File: config.mk
export PLATFORM = sky130hd
export DESIGN_NAME = sector_run_ctl
export DESIGN_NICKNAME = d
export VERILOG_FILES = /design/src/rtl/sector_run_ctl.sv
export SDC_FILE = /design/constraint.sdc
export NUM_CORES = 1
export LEC_CHECK = 0
export BUFFER_PORTS_ARGS = -buffer_cell sky130_fd_sc_hd__buf_2
export CAP_MARGIN = 0
export CORE_AREA = 2 2 39 41
export DETAILED_ROUTE_END_ITERATION = 10
export DIE_AREA = 0 0 41 43
export PLACE_DENSITY_LB_ADDON = 0.05
export SYNTH_ARGS = -nofsm -noshare
export SYNTH_HDL_FRONTEND = slang
export SYNTH_SLANG_ARGS = --single-unit
File: constraint.sdc
create_clock -name clk -period 1.15 [get_ports clk]
set_clock_uncertainty 0.1 [all_clocks]
set_input_delay 0.1725 -clock clk [delete_from_list [all_inputs] [get_ports clk]]
set_output_delay 0.1725 -clock clk [all_outputs]
set_load 0.02 [all_outputs]
File: src/rtl/sector_run_ctl.sv
module sector_run_ctl (
  input  logic       clk,
  input  logic       rst_n,
  input  logic       wr_en,
  input  logic [7:0] wr_data,
  output logic [7:0] rd_data,
  input  logic       sync_det,
  input  logic       sector_end,
  input  logic       abnormal,
  output logic       decode_active,
  output logic       subcode_active
);
  localparam int SUB_BIT  = 7;
  localparam int DEC_BIT  = 6;
  localparam int STOP_BIT = 5;

  logic sub_q, dec_q, stop_q, run_q;
  logic stop_wr, locked, run_nxt;

  assign stop_wr = wr_en & wr_data[STOP_BIT];
  assign locked  = stop_q | wr_data[STOP_BIT];

  assign run_nxt = (stop_q | stop_wr | abnormal) ? 1'b0 :
                   run_q ? ~(sector_end & ~dec_q) :
                   (dec_q & sync_det);

  always_ff @(posedge clk) begin
    if (!rst_n) begin
      sub_q  <= 1'b0;
      dec_q  <= 1'b0;
      stop_q <= 1'b0;
      run_q  <= 1'b0;
    end else begin
      if (wr_en) begin
        stop_q <= wr_data[STOP_BIT];
        dec_q  <= wr_data[DEC_BIT] & ~locked;
        sub_q  <= wr_data[SUB_BIT] & ~locked;
      end
      if (abnormal) begin
        dec_q <= 1'b0;
        sub_q <= 1'b0;
      end
      run_q <= run_nxt;
    end
  end

  assign rd_data        = {sub_q, dec_q, stop_q, 5'b00000};
  assign decode_active  = run_q;
  assign subcode_active = run_q & sub_q;
endmodule


Word level (Yosys, flattened, before mapping)
Index checks and enable logic that the tools add are counted.
- bits in registers: 4
- bits in latches: 0
- memory bits (writable): 0
- bits in read-only memories: 0
- logic and storage cells: 20
- memories: 0
- add/sub/neg operators: 0
- multipliers: 0
- div/mod/pow operators: 0
- $lt $le $gt $ge: 0
- equal/unequal tests: 0
- shift operators: 0
- multiplexer cells: 1
- bitwise gates (word level): 13
- reductions and logical operators: 2
- operators by type and width (cell ; number):
    $and 1x1->1 ; 6
    $not 1->1 ; 4
    $reduce_or 2->1 ; 2
    $or 1x1->1 ; 3
    $mux 1 ; 1

Depth between registers and ports, before layout
- depth after elaboration: 4
- gate-level depth with buffers: 3
- depth with buffers taken out: 3

Worst setup path after synthesis
No wires, ideal clock.
- kind: register to output
- from: register run_q (netlist: decode_active)
- to: output port subcode_active
- arrival: 0.717 ns
- data required time: 0.877 ns
- slack: 0.160 ns
- stages on the path, launching flop included: 2
- cell sequence: dfxtp_1 and2_1
- longest elaborated chain between the ends: 1
- RTL lines (what ; line ; source):
    start, declared ; 17 ; logic sub_q, dec_q, stop_q, run_q;
    start signal, assigned ; 43 ; run_q <= run_nxt;
    $and 1x1->1 ; 49 ; assign subcode_active = run_q & sub_q;
    end, declared ; 11 ; output logic subcode_active
No other way between the ends.

Worst setup path after layout
Same ends and word-level chain as after synthesis.

==> flow_summary_export.csv <==
group,metric,value,unit
worst_setup_path,crit_fanout,4,
run_status,status,"finished clean",
synth,synthArstFlopShare,0,
power_and_ir_drop,irDropWorstVdd,0.377,mV
power_and_ir_drop,clockPowerShare,0.459,
sta,setup_ws,35.9,ps
drt,ant_nets,0,
die,core,1380,sq um
grt,grt_overflow,0,
worst_setup_path,rr_worst_depth,3,
worst_setup_path,worst-setup-path-type,"reg -> out",
sta,fin_crit,1110,ps
grt,grt_pass1_vias,181,
drt,routed_wl,488,um
finish,fin_util,0.236,
die,die-area,1760,sq um
placement,placed_area,299,sq um
sta,timing.fmax,898,MHz
drt,first_pass_iters,1,
clock_tree,clk_pin_slew,40,ps
synth,synth_edf_count,0,
worst_setup_path,worstSetupEndpointType,"output port",
synth,synth_commonest_cells,"8 x buf_4, 4 x dfxtp_1, 3 x nand2b_1",
synth,synth.avg_cell_area,8.93,sq um
power_and_ir_drop,switching_share,0.250,
clock_tree,cts_tree,"yes",
run,cap_violations,0,
clock_tree,cts.path.max_buffers,2,
clock_tree,cts_buffers,3,
synth,yosysMostFrequentCell,"buf_4",
drt,wl_per_cell,8.56,um
die,rows,14,
finish,final_area,327,sq um
sta,tns,0,ps
clock_tree,htree_levels,1,
grt,antenna_found_initial,0,
die,ioPinCount,24,
drt,vias,204,
clock_tree,post_cts_buffers,0,
placement,preCtsSetupSlack,232,ps
power_and_ir_drop,pwr-share-seq,0.391,
synth,synth-seq-cells,4,
finish,area_growth,26.1,%
placement,dpl.hpwl,433,um
drt,viasPerCell,3.58,
worst_setup_path,cp_data_required_time,880,ps
placement,place_congestion,0.629,
grt,grt_pass1_wl,703,um
placement,portBuffers,13,
finish,n_antenna_cell,0,
synth,seq_area_frac_synth,0.309,
clock_tree,cts_sinks,4,
power_and_ir_drop,power_leakage,0.156,nW
min_path,min_from,"wr_data[6]",
min_path,worstHoldPathCells,3,
drt,drt_iter0_markers,0,
clock_tree,cts.root.buffer_cell,"clkbuf_4",
synth,synthCells,29,
min_path,holdCritPathClass,"in -> reg",
sta,finalMaxSlewViolations,0,
sta,final-setup-viol-count,0,
drt,drc,0,
finish,nFillCells,169,
power_and_ir_drop,p_comb_frac,0.150,
synth,synth_area,259,sq um
power_and_ir_drop,p_switching,0.0941,mW
synth,ys.flop_type,"dfxtp_1",
grt,grt_max_degree,7,
worst_setup_path,critPathLaunchType,"flop",
die,die_h,43,um
clock_tree,clk_latency,230,ps
sta,fin_crit_sh,0.969,
synth,netlist.area_leader.share,0.309,
synth,synth_cell_types,14,
worst_setup_path,crit_start,"decode_active",
sta,hold_viol,0,
finish,num-nets-final,57,
die,die_w,41,um
power_and_ir_drop,p_per_area,1150,nW/um^2
synth,yosysTopAreaCell,"dfxtp_1",
worst_setup_path,timing.rr.start,"dec_q",
synth,synthTopCellsByArea,"dfxtp_1 31%, buf_4 23%, nor4bb_4 9.7%",
worst_setup_path,arrival,840,ps
synth,yosys_warnings,0,
finish,layout-drive-gt1-share,0.512,
grt,grt_usage,0.0671,
die,initial_core_util,0.187,
power_and_ir_drop,p_int,0.283,mW
-- registers in the layout, summed over array words and instances (netlist names) --
register	count
stop_q	1
sub_q	1
decode_active	1
dec_q	1
-- metrics by stage --
step / power [mW] / std cells / hold WS [ps]
after floorplan: 0.201 / 33 / 217
after global placement: 0.206 / 54 / 345
after detailed placement: 0.206 / 54 / 346
after CTS: 0.387 / 57 / 98.8
after global routing: 0.398 / 57 / 125
final: 0.377 / 57 / 103
-- critical path: stages (launching register included) --
cell and delay (ps):
dfxtp_2 320, and2_1 150, buf_4 150
-- repair_timing --
action                                  4_1_cts  5_1_grt
gates resized for setup                       0        3
hold buffers                                  0        0
endpoints found under the setup margin        0        2
-- cells by family (layout without fill, tap and decap cells) --
logic type             after synthesis  in the layout  share of synthesized area
buffers and inverters                9             17                      0.246
DFF                                  4              4                      0.309
other                                1              5                     0.0145
AOI/OAI and AO/OA                    5              5                      0.106
and+or+nand+nor                     10             10                      0.324
-- cell usage in the layout (no fill, tap or decap), drive strengths merged --
cell type	count
a21boi	1
a21oi	2
and2	1
buf	13
clkbuf	3
conb	5
dfxtp	4
inv	1
nand2	1
nand2b	4
nand3	2
nor2	1
nor4bb	1
o21ai	2
-- power groups by stage --
stage | clock network, mW | logic (mW) | registers [mW]
after floorplan | 0 | 0.0521 | 0.149
after global placement | 0 | 0.0567 | 0.149
after detailed placement | 0 | 0.0570 | 0.149
after CTS | 0.182 | 0.0571 | 0.147
after global routing | 0.188 | 0.0618 | 0.148
final | 0.173 | 0.0565 | 0.147
-- layout make-up --
class | count | area, sq um | share of cell area
Multi-Input combinational cell | 20 | 130 | 0.398
Tap cell | 16 | 20.0 | 0.0613
Sequential cell | 4 | 82.6 | 0.253
Inverter | 1 | 3.75 | 0.0115
Clock buffer | 3 | 22.5 | 0.0690
Timing Repair Buffer | 13 | 67.6 | 0.207
-- worst paths after layout --
path / endpoint / slack, ps
setup / recovery: subcode_active / 40
hold / removal: dec_q / 100
setup reg to reg: decode_active / 250
hold reg to reg: decode_active / 370
-- routing by layer --
metal | track usage | vias to the layer above | share of wire
met2 | 0.0719 | 10 | 0.44
met4 | 0.0800 | 0 | 0
met5 | 0 | - | 0
li1 | - | 109 | -
met3 | 0.0314 | 0 | 0.13
met1 | 0.0831 | 85 | 0.43
(Power assumes the default switching activity.)
